### src/rtl/sflash_pm_front.sv
module sflash_pm_front #(
  parameter int ENTER_CYC = 64,
  parameter int EXIT_CYC = 32,
  parameter logic [7:0] OP_STATUS = 8'hD7,
  parameter logic [7:0] OP_SLEEP = 8'hB9,
  parameter logic [7:0] OP_WAKE = 8'hAB,
  parameter logic [3:0] DENSITY = 4'hF
) (
  input  logic clk,
  input  logic rst_n,
  input  logic cs_n,
  input  logic sck,
  input  logic si,
  output logic so,
  output logic so_oe,
  input  logic busy_i,
  input  logic cmp_done_i,
  input  logic cmp_mismatch_i,
  input  logic prot_sw_i,
  input  logic prot_hw_i,
  input  logic page_bin_i,
  output logic pd_o
);
  localparam int MAXC = (ENTER_CYC > EXIT_CYC) ? ENTER_CYC : EXIT_CYC;
  localparam int TW = $clog2(MAXC + 1);
  localparam logic [1:0] ST_STBY = 2'd0, ST_ENTER = 2'd1, ST_DPD = 2'd2, ST_EXIT = 2'd3;

  logic [1:0] cs_q, sck_q, si_q;
  logic cs_d, sck_d;
  logic [3:0] bcnt;
  logic [6:0] op_sr;
  logic [7:0] op_q;
  logic [1:0] state;
  logic [TW-1:0] timer;
  logic rd_act;
  logic [2:0] ocnt;
  logic [6:0] out_sr;
  logic so_q;
  logic cmp_q;

  wire cs_s = cs_q[1];
  wire sck_s = sck_q[1];
  wire si_s = si_q[1];
  wire sck_rise = ~cs_s & sck_s & ~sck_d;
  wire sck_fall = ~cs_s & ~sck_s & sck_d;
  wire cs_rise = cs_s & ~cs_d;
  wire [7:0] op_now = {op_sr, si_s};
  wire op_done = sck_rise && (bcnt == 4'd7);
  wire full_op = (bcnt == 4'd8);
  wire rd_ok = (state == ST_STBY) || (state == ST_EXIT);
  wire [7:0] status = {~busy_i & (state != ST_EXIT), cmp_q, DENSITY,
                       prot_sw_i | prot_hw_i, page_bin_i};

  assign so = so_q & rd_act;
  assign so_oe = rd_act;
  assign pd_o = (state == ST_DPD);

  always_ff @(posedge clk or negedge rst_n) begin
    if (!rst_n) begin
      cs_q <= 2'b11;
      sck_q <= 2'b00;
      si_q <= 2'b00;
      cs_d <= 1'b1;
      sck_d <= 1'b0;
    end else begin
      cs_q <= {cs_q[0], cs_n};
      sck_q <= {sck_q[0], sck};
      si_q <= {si_q[0], si};
      cs_d <= cs_s;
      sck_d <= sck_s;
    end
  end

  always_ff @(posedge clk or negedge rst_n) begin
    if (!rst_n) begin
      bcnt <= '0;
      op_sr <= '0;
      op_q <= '0;
      rd_act <= 1'b0;
    end else if (cs_s) begin
      bcnt <= '0;
      rd_act <= 1'b0;
    end else if (sck_rise) begin
      if (bcnt != 4'd9) bcnt <= bcnt + 4'd1;
      if (bcnt < 4'd7) op_sr <= {op_sr[5:0], si_s};
      if (op_done) begin
        op_q <= op_now;
        if (op_now == OP_STATUS && rd_ok) rd_act <= 1'b1;
      end
    end
  end

  always_ff @(posedge clk or negedge rst_n) begin
    if (!rst_n) begin
      ocnt <= '0;
      out_sr <= '0;
      so_q <= 1'b0;
    end else if (!rd_act) begin
      ocnt <= '0;
      so_q <= 1'b0;
    end else if (sck_fall) begin
      if (ocnt == 3'd0) {so_q, out_sr} <= status;
      else {so_q, out_sr} <= {out_sr, 1'b0};
      ocnt <= ocnt + 3'd1;
    end
  end

  always_ff @(posedge clk or negedge rst_n) begin
    if (!rst_n) begin
      state <= ST_STBY;
      timer <= '0;
    end else begin
      case (state)
        ST_STBY:
          if (cs_rise && full_op && op_q == OP_SLEEP) begin
            state <= ST_ENTER;
            timer <= TW'(ENTER_CYC - 1);
          end
        ST_ENTER:
          if (timer == '0) state <= ST_DPD;
          else timer <= timer - TW'(1);
        ST_DPD:
          if (cs_rise && full_op && op_q == OP_WAKE) begin
            state <= ST_EXIT;
            timer <= TW'(EXIT_CYC - 1);
          end
        default:
          if (timer == '0) state <= ST_STBY;
          else timer <= timer - TW'(1);
      endcase
    end
  end

  always_ff @(posedge clk or negedge rst_n) begin
    if (!rst_n) cmp_q <= 1'b0;
    else if (cmp_done_i) cmp_q <= cmp_mismatch_i;
  end
endmodule

### config.mk
export PLATFORM = sky130hd
export DESIGN_NAME = sflash_pm_front
export DESIGN_NICKNAME = d
export VERILOG_FILES = /design/src/rtl/sflash_pm_front.sv
export SDC_FILE = /design/constraint.sdc
export NUM_CORES = 1
export LEC_CHECK = 0
export ABC_CLOCK_PERIOD_IN_PS = 2100
export BUFFER_PORTS_ARGS = -buffer_cell sky130_fd_sc_hd__buf_2
export CAP_MARGIN = 5
export CORE_AREA = 2 2 74 62
export DETAILED_ROUTE_END_ITERATION = 12
export DIE_AREA = 0 0 76 64
export MAX_ROUTING_LAYER = met4
export PLACE_DENSITY = 0.85
export REMOVE_ABC_BUFFERS = 1
export SLEW_MARGIN = 25
export SYNTH_ARGS = -nofsm -noshare
export SYNTH_HDL_FRONTEND = slang
export SYNTH_SLANG_ARGS = --single-unit
### constraint.sdc
create_clock -name clk -period 2.1 [get_ports clk]
set_input_delay 0.105 -clock clk [delete_from_list [all_inputs] [get_ports clk]]
set_output_delay 0.105 -clock clk [all_outputs]
set_load 0.03 [all_outputs]
==> results of run 1 <==
## worst max-delay path: stages, from the launching register on
cell and delay, ns:
dfrtp_1 0.43, inv_1 0.08, ha_1 0.26, or3b_4 0.43, or4_4 0.43, a31o_1 0.23
## per-stage QoR
step	hold WS (ns)	instance area [um2]
after global placement	0.134	2510
after detailed placement	0.143	2510
after floorplan	-0.191	2350
final	0.0203	2680
after CTS	0.0121	2670
after global routing	0.0197	2680
## flip-flops by register name, summed over array words and instances, names as in the netlist, 2 cells and up
signal  flops
op_q        8
op_sr       7
out_sr      7
timer       7
bcnt        4
ocnt        3
cs_q        2
sck_q       2
si_q        2
state       2
## worst min-delay path by stage
stage / startpoint / endpoint / slack, ns
floorplan: rst_n / bcnt[0] / -0.19
global placement: rst_n / out_sr[3] / 0.13
detailed placement: rst_n / out_sr[2] / 0.14
CTS: cmp_mismatch_i / cmp_q / 0.01
global route: cmp_mismatch_i / cmp_q / 0.02
finish: cmp_mismatch_i / cmp_q / 0.02
## kinds of logic after synthesis
family | synth area share
AND/OR/NAND/NOR | 0.191
multiplexers | 0.0941
buffers and inverters | 0.0243
flip-flops | 0.520
AO/OA/AOI/OAI | 0.0888
adder cells (fa/ha/maj) | 0.0634
XOR/XNOR | 0.0185
## power groups by stage
stage / sequential [mW] / combinational [mW] / clock, mW
floorplan: 1.07 / 0.0804 / 0
global placement: 1.09 / 0.116 / 0
detailed placement: 1.09 / 0.123 / 0
CTS: 1.07 / 0.130 / 0.719
global route: 1.08 / 0.142 / 0.758
finish: 1.07 / 0.126 / 0.700
## placed cells by master, fill, tap and decap left out, drive strengths merged, types with 4 or more instances in the layout
master        n
nor2         13
and2          5
dfrtp        46
inv          11
nor3b         4
nand2        18
dlygate4sd3   4
a21oi         4
ha           12
o21ai         9
mux2         18
nand3         6
buf          17
clkbuf        5
## per-layer routing
| metal | GRT usage | routed length [um] | up-vias |
|---|---|---|---|
| li1 | - | - | 747 |
| met1 | 0.245 | 2000 | 749 |
| met2 | 0.294 | 1830 | 27 |
| met3 | 0.0480 | 138 | 14 |
| met4 | 0.0977 | 106 | 0 |
| met5 | - | 0 | - |
## final cells by class
class                           instances  share of cell area
Clock inverter                          3              0.0187
Multi-Input combinational cell        137               0.406
Tap cell                               57              0.0266
Inverter                               10              0.0140
Timing Repair Buffer                   21              0.0504
Clock buffer                            5              0.0257
Sequential cell                        49               0.459
## repair_timing
item / CTS / global route
hold buffers: 4 / 0
resized for setup: 0 / 2
endpoints found under the hold margin: 25 / 0
endpoints found under the setup margin: 0 / 3
==> flow_summary.json, run 1 <==
{
  "r2r-start": "state[1]",
  "port_buffers": 13,
  "synthDominantCellAreaShare": 0.486,
  "netlist_instances": 200,
  "dieArea_mm2": 0.00486,
  "drtIter0Drc": 62,
  "ioPinCount": 14,
  "crit_required_ns": 2.31,
  "outcome": "finished, final reports clean",
  "root_buffer": "clkbuf_8",
  "fin_crit_ns": 1.97,
  "synthArstFlopShare": 1.00,
  "worstSetupPathType": "register to register",
  "syn_avg_cell_area_um2": 11.8,
  "clock_path_buffers": 2,
  "h-tree-depth": 2,
  "hold_path_depth": 2,
  "crit_end": "timer[6]",
  "ys_warn_count": 0,
  "antenna_found_initial": 0,
  "die_h_um": 64,
  "final_nets": 247,
  "p_clk_frac": 0.368,
  "swShare": 0.235,
  "cts_setup_buffers": 0,
  "via_count": 1537,
  "fill_cells": 295,
  "final-seq-area_mm2": 0.00123,
  "post-synth-top-count-cell": "dfrtp_1",
  "hpwlAfterDp_um": 2900,
  "fin_crit_sh": 0.937,
  "powerDensity_mw_per_mm2": 708,
  "synth_ff_type": "dfrtp_1",
  "final_util": 0.658,
  "power_frac_seq": 0.565,
  "synth.cell_area_mm2": 0.00237,
  "synth_top_cells_by_count": "dfrtp_1, mux2_2, nand2_1",
  "grt_setup_unrepaired": "no",
  "p_sw_uw": 447,
  "insertion_delay_ns": 0.31,
  "multi_input_area_mm2": 0.00109,
  "start_util": 0.581,
  "areaGrowthSynthToFinish_pct": 13.3,
  "wire_per_inst_um": 14.4,
  "critPathLaunchType": "register",
  "routed_wl_um": 4070,
  "synth_top_area_cell": "dfrtp_1",
  "synthDistinctLibCells": 52,
  "crit_arrival_ns": 2.17,
  "fp.dieW_um": 76,
  "diodes": 0,
  "critPathLaunch": "state[1]",
  "max_cap_viol_count": 0,
  "tightest_slew_ns": 0.582,
  "grt_pass1_vias": 1580,
  "gr-total-overflow": 0,
  "finalSetupViolations": 0,
  "rows": 21,
  "cts_tree": "built",
  "place.gp.congestion": 0.886,
  "cp_max_fo": 6,
  "via_per_inst": 5.45,
  "max_freq_mhz": 508,
  "dp_cells": 270,
  "fin_setup_tns_ns": 0,
  "numCtsBuffers": 5,
  "grt_pass1_wl_um": 7210,
  "fin_ws_ns": 0.132,
  "drive_above_1_share": 0.267,
  "p_comb_frac": 0.066,
  "worstSetupEndpointType": "register",
  "p_int_mw": 1.45,
  "fin_cells": 282,
  "slew_violations": 0,
  "core_area_mm2": 0.00407,
  "skew_ns": 0.00443,
  "reg2reg_depth": 5,
  "total_power_mw": 1.90,
  "detail-route-antenna-nets": 0,
  "netlist_top_cells_area": "dfrtp_1, mux2_2, ha_1",
  "grt.total_usage": 0.193,
  "firstDrtPassIters": 4,
  "clock-sinks": 49,
  "r2r_setup_slack_ns": 0.13,
  "yosysSeqAreaShare": 0.520,
  "hold_path_class": "primary input to register",
  "rr_endpoint": "timer[6]",
  "synth.ff_latch_count": 49,
  "synth-edff-count": 0,
  "grt_max_degree": 28,
  "max_slew_margin": 0.612,
  "clk_pin_slew_ns": 0.09,
  "power_leakage_nw": 1.31,
  "ir_drop_v": 0.000629,
  "post-place-ws_ns": 0.0598,
  "drc": 0,
  "hold_viol_final": 0
}
No activity file was read; power rests on OpenSTA's default activity.
==> run 2, diff against run 1 <==
--- a/config.mk
+++ b/config.mk
@@ -6,4 +6,5 @@
 export NUM_CORES = 1
 export LEC_CHECK = 0
+export ABC_AREA = 1
 export ABC_CLOCK_PERIOD_IN_PS = 2100
 export BUFFER_PORTS_ARGS = -buffer_cell sky130_fd_sc_hd__buf_2
@@ -13,5 +14,5 @@
 export DIE_AREA = 0 0 76 64
 export MAX_ROUTING_LAYER = met4
-export PLACE_DENSITY = 0.85
+export PLACE_DENSITY = 0.86
 export REMOVE_ABC_BUFFERS = 1
 export SLEW_MARGIN = 25
==> constraint.sdc (replaced) <==
create_clock -name clk -period 2.1 [get_ports clk]
set_input_delay 0.42 -clock clk [delete_from_list [all_inputs] [get_ports clk]]
set_output_delay 0.42 -clock clk [all_outputs]
set_load 0.03 [all_outputs]
==> flow_summary.json, run 2 <==
{
  "hold_buffers": 0,
  "core_area_mm2": 0.00407,
  "synth-xor-area-share": 0,
  "numCtsBuffers": 5,
  "port_buffers": 13,
  "slew_violations": 0,
  "fin_crit_ns": 1.76,
  "post-synth-top-count-cell": "nand2_1",
  "clock_path_buffers": 2,
  "layout_common_cells": "nand2_1, dfrtp_1, inv_1",
  "grt_max_degree": 50,
  "clk_pin_slew_ns": 0.08,
  "ir_drop_v": 0.000671,
  "cts-resized-gates": 0,
  "synthSimpleGateAreaFrac": 0.241,
  "synth.cell_area_mm2": 0.00239,
  "start_util": 0.586,
  "fin_setup_tns_ns": 0,
  "synth_ff_type": "dfrtp_1",
  "clock-sinks": 49,
  "fp.dieW_um": 76,
  "syn_avg_cell_area_um2": 8.68,
  "synthAdderAreaFrac": 0.0629,
  "synthDistinctLibCells": 29,
  "drc": 0,
  "antenna_found_initial": 0,
  "hpwlAfterDp_um": 2890,
  "multi_input_area_um2": 997,
  "design_area_mm2": 0.00263,
  "critPathLaunchType": "register",
  "p_sw_uw": 409,
  "worstSetupPathType": "register to output pin",
  "layout.cells.most_common": "nand2_1",
  "fill_cells": 339,
  "grt.total_usage": 0.207,
  "finalSetupViolations": 0,
  "via_count": 1771,
  "firstDrtPassIters": 4,
  "max_cap_viol_count": 0,
  "netlist_top_cells_area": "dfrtp_1, nand2_1, ha_1",
  "p_clk_frac": 0.384,
  "grt_setup_unrepaired": "no",
  "critPathSlowestCell": "dfrtp_1",
  "synth_top_area_cell": "dfrtp_1",
  "synth_top_cells_by_count": "nand2_1, dfrtp_1, inv_1",
  "critPathMaxStageDelay_ns": 0.45,
  "swShare": 0.225,
  "p_int_mw": 1.41,
  "dieArea_mm2": 0.00486,
  "die_h_um": 64,
  "crit_required_ns": 1.68,
  "ys_warn_count": 0,
  "hold_path_class": "primary input to async pin",
  "cts_tree": "built",
  "max_freq_mhz": 569,
  "final-seq-area_mm2": 0.00123,
  "power_frac_seq": 0.560,
  "gr-total-overflow": 0,
  "via_per_inst": 5.06,
  "diodes": 0,
  "crit_arrival_ns": 1.34,
  "h-tree-depth": 2,
  "cp_max_fo": 6,
  "synthArstFlopShare": 1.00,
  "outcome": "finished, final reports clean",
  "powerDensity_mw_per_mm2": 691,
  "place.gp.congestion": 0.889,
  "worstPathCellList": "inv_1 > ha_1 > buf_2",
  "synth-edff-count": 0,
  "largest_reg_flops": 8,
  "drtIter0Drc": 121,
  "synth_top_family_by_area": "simple AND/OR/NAND/NOR gates",
  "tightest_slew_ns": 0.598,
  "insertion_delay_ns": 0.30,
  "hold_viol_final": 0,
  "routed_wl_um": 4130,
  "p_comb_frac": 0.056,
  "grt_pass1_wl_um": 7690,
  "drive_above_1_share": 0.147,
  "worstSetupEndpointType": "output pin",
  "grt_pass1_vias": 1717,
  "synth.ff_latch_count": 49,
  "skew_ns": 0.00728,
  "wire_per_inst_um": 11.8,
  "power_leakage_nw": 1.33,
  "areaGrowthSynthToFinish_pct": 10.1,
  "synth-compound-area-share": 0.114,
  "cts_setup_buffers": 0,
  "detail-route-antenna-nets": 0,
  "max_slew_margin": 0.601,
  "ioPinCount": 14,
  "fin_crit_sh": 0.836,
  "muxShareOfSynthArea": 0,
  "synthDominantCellAreaShare": 0.482,
  "root_buffer": "clkbuf_8",
  "rows": 21,
  "yosysSeqAreaShare": 0.515,
  "top_register": "op_q",
  "final_nets": 315,
  "dpl_cell_area_mm2": 0.00251,
  "netlist_instances": 275
}
-- run 2: logic make-up after synthesis --
logic type,after synthesis
adder cells (fa/ha/maj),12
buffers and inverters,39
AO/OA/AOI/OAI,46
AND/OR/NAND/NOR,129
flip-flops,49
-- run 2: final timing paths --
check / startpoint / endpoint / slack [ns] / cells after the start
hold / removal: rst_n / op_sr[2] / 0.20 / 2
min in group clk: cs_n / cs_q[0] / 0.21 / 1
setup / recovery: state[0] / pd_o / 0.34 / 3
max in group asynchronous: rst_n / op_q[4] / 1.49 / 2
hold reg to reg: si_q[0] / si_q[1] / 0.35 / 0
setup reg to reg: state[0] / timer[6] / 0.37 / 9
-- run 2: cell type report --
cell class                      instances  area share
Timing Repair Buffer                   15      0.0305
Clock inverter                          2      0.0143
Inverter                               34      0.0486
Clock buffer                            6      0.0314
Multi-Input combinational cell        187       0.380
Sequential cell                        49       0.468
Tap cell                               57      0.0272
-- run 2: critical path: cells and delay by family, from the launching register on --
| family | cells | cell delay, ns |
|---|---|---|
| flip-flops | 1 | 0.45 |
| adder cells (fa/ha/maj) | 1 | 0.24 |
| buffers and inverters | 2 | 0.35 |
-- run 2: routing by layer --
metal,share of wire,global-route usage,wire length [um]
met1,0.51,0.284,2110
met2,0.44,0.311,1830
met3,0.039,0.0367,161
met4,0.0082,0.0795,34
met5,0,-,0
-- run 2: stage by stage --
stage	std cells	setup WS (ns)	total power, mW	hold slack [ns]	utilization
3_3_place_gp	342	0.451	1.13	0.335	0.615
3_5_place_dp	342	0.407	1.14	0.336	0.615
2_1_floorplan	270	0.517	1.09	0.124	-
5_1_grt	350	0.209	1.89	0.200	0.645
6_report	350	0.344	1.81	0.195	0.645
4_1_cts	350	0.330	1.83	0.203	0.645
-- run 2: power by group through the flow --
stage	Sequential, mW	Combinational, mW	Clock (mW)
after floorplan	1.03	0.0616	0
after global placement	1.03	0.101	0
after detailed placement	1.03	0.104	0
after CTS	1.02	0.104	0.710
after global routing	1.02	0.123	0.749
final	1.02	0.102	0.697
==> run 3, diff against run 2 <==
- ABC_CLOCK_PERIOD_IN_PS: 2100 -> 1600
- CORE_AREA: 2 2 74 62 -> 2 2 78 65
- DIE_AREA: 0 0 76 64 -> 0 0 80 67
- PLACE_DENSITY: 0.86 -> 0.82
- clock period: 2.1 -> 1.6 ns (I/O delays scaled with it)
==> flow_summary.json, run 3 (same netlist as run 2, synthesis figures left out) <==
{
  "insertion_delay_ns": 0.31,
  "reg2reg_depth": 9,
  "fin_setup_tns_ns": 0,
  "slew_violations": 0,
  "outcome": "finished, final reports clean",
  "numCtsBuffers": 5,
  "top_register": "op_q",
  "hold_slack_ns": 0.118,
  "cts_tree": "built",
  "skew_ns": 0.0168,
  "via_count": 1906,
  "clock-sinks": 49,
  "place.gp.congestion": 0.901,
  "power_leakage_nw": 1.42,
  "clk_pin_slew_ns": 0.09,
  "gr-total-overflow": 0,
  "drtIter0Drc": 126,
  "grt_pass1_wl_um": 7820,
  "hold_viol_final": 0,
  "ioPinCount": 14,
  "fill_cells": 384,
  "firstDrtPassIters": 4,
  "drive_above_1_share": 0.235,
  "layout.cells.most_common": "nand2_1",
  "die_h_um": 67,
  "rr_endpoint": "timer[6]",
  "drc": 0,
  "final_util": 0.628,
  "post-place-ws_ns": 0.0441,
  "cp_top_family": "simple AND/OR/NAND/NOR gates",
  "h-tree-depth": 2,
  "hpwlAfterDp_um": 3270,
  "grt.total_usage": 0.199,
  "max_slew_margin": 0.769,
  "clock_path_buffers": 2,
  "multi_input_area_mm2": 0.00106,
  "crit_end": "timer[6]",
  "r2r-start": "bcnt[0]",
  "critPathSlowestCell": "dfrtp_1",
  "crit_buf_inv": 1,
  "powerDensity_mw_per_mm2": 847,
  "total_power_mw": 2.40,
  "detail-route-antenna-nets": 0,
  "fin_crit_ns": 1.56,
  "cpMostUsedCell": "nand2_1",
  "worstSetupEndpointType": "register",
  "ir_drop_v": 0.000929,
  "port_buffers": 13,
  "areaGrowthSynthToFinish_pct": 18.8,
  "fin_ws_ns": 0.0436,
  "r2r_setup_slack_ns": 0.04,
  "start_util": 0.529,
  "crit_required_ns": 1.81,
  "grt_pass1_vias": 1747,
  "cp_max_fo": 7,
  "max_freq_mhz": 643,
  "finalSetupViolations": 0,
  "max_cap_viol_count": 0,
  "crit_arrival_ns": 1.76,
  "core_area_mm2": 0.00451,
  "critPathLaunchType": "register",
  "layout_common_cells": "nand2_1, dfrtp_1, inv_1",
  "hold_path_class": "primary input to register",
  "wire_per_inst_um": 13.0,
  "crit_cells": 9,
  "root_buffer": "clkbuf_8",
  "worstPathCellList": "inv_2 > ha_4 > nand2_2 > nor3_4 > nand2_1 > nand2_4 > nand3_4 > nand2_1 > nand2_1",
  "critPathLaunch": "bcnt[0]",
  "antenna_found_initial": 0,
  "largest_reg_flops": 8,
  "worstSetupPathType": "register to register",
  "via_per_inst": 5.19,
  "fp.dieW_um": 80,
  "tightest_slew_ns": 0.346,
  "dieArea_mm2": 0.00536,
  "final-seq-area_mm2": 0.00123,
  "grt_max_degree": 37,
  "final_nets": 329,
  "fin_crit_sh": 0.973,
  "rows": 22,
  "diodes": 0,
  "routed_wl_um": 4760,
  "critPathMaxStageDelay_ns": 0.44
}
-- run 3: cell count changes in the layout (fill, tap and decap cells not counted), sizes merged --
cell / change
buf: +12
inv: -1
dlygate4sd3: +1
clkbuf: +2
-- run 3: through the flow --
step / instances / area [um2]
final: 367 / 2830
after global placement: 353 / 2580
after global routing: 367 / 2830
after detailed placement: 353 / 2580
after CTS: 362 / 2710
after floorplan: 270 / 2350
-- run 3: worst min path at each step --
stage,start,end,slack (ns),cells after the start
after floorplan,rst_n,bcnt[0],0.02,0
after global placement,rst_n,op_q[3],0.24,1
after detailed placement,rst_n,op_q[2],0.25,1
after CTS,cs_n,cs_q[0],0.10,1
after global routing,cs_n,cs_q[0],0.10,1
final,cs_n,cs_q[0],0.12,1
-- run 3: timing repair --
item	CTS	global route
hold buffers	1	0
resized for setup	0	23
hold endpoints to repair	13	0
setup endpoints to repair	0	11
setup buffers	0	5
-- run 3: per-layer routing --
metal | vias up | track usage | share of wire
li1 | 952 | - | -
met1 | 906 | 0.270 | 0.46
met2 | 42 | 0.298 | 0.49
met3 | 6 | 0.0488 | 0.043
met4 | 0 | 0.0614 | 0.011
met5 | - | - | 0
-- run 3: power by group --
group          switching [mW]  internal [mW]  total (mW)
combinational           0.101         0.0554       0.156
clock                   0.400          0.510       0.909
sequential             0.0401           1.30        1.34
-- run 3: area by class of cell --
type | instances | share of cell area
clock buffer | 7 | 0.0305
tap | 60 | 0.0265
sequential | 49 | 0.434
multi-input combinational | 187 | 0.375
timing repair buffer | 29 | 0.0773
inverter | 34 | 0.0464
clock inverter | 1 | 0.0106
-- run 3: worst reg2reg max path, stage by stage (launching register included) --
cell and delay, ns:
dfrtp_1 0.44, inv_2 0.11, ha_4 0.13, nand2_2 0.07, nor3_4 0.21, nand2_1 0.12, nand2_4 0.12, nand3_4 0.12
nand2_1 0.09, nand2_1 0.06
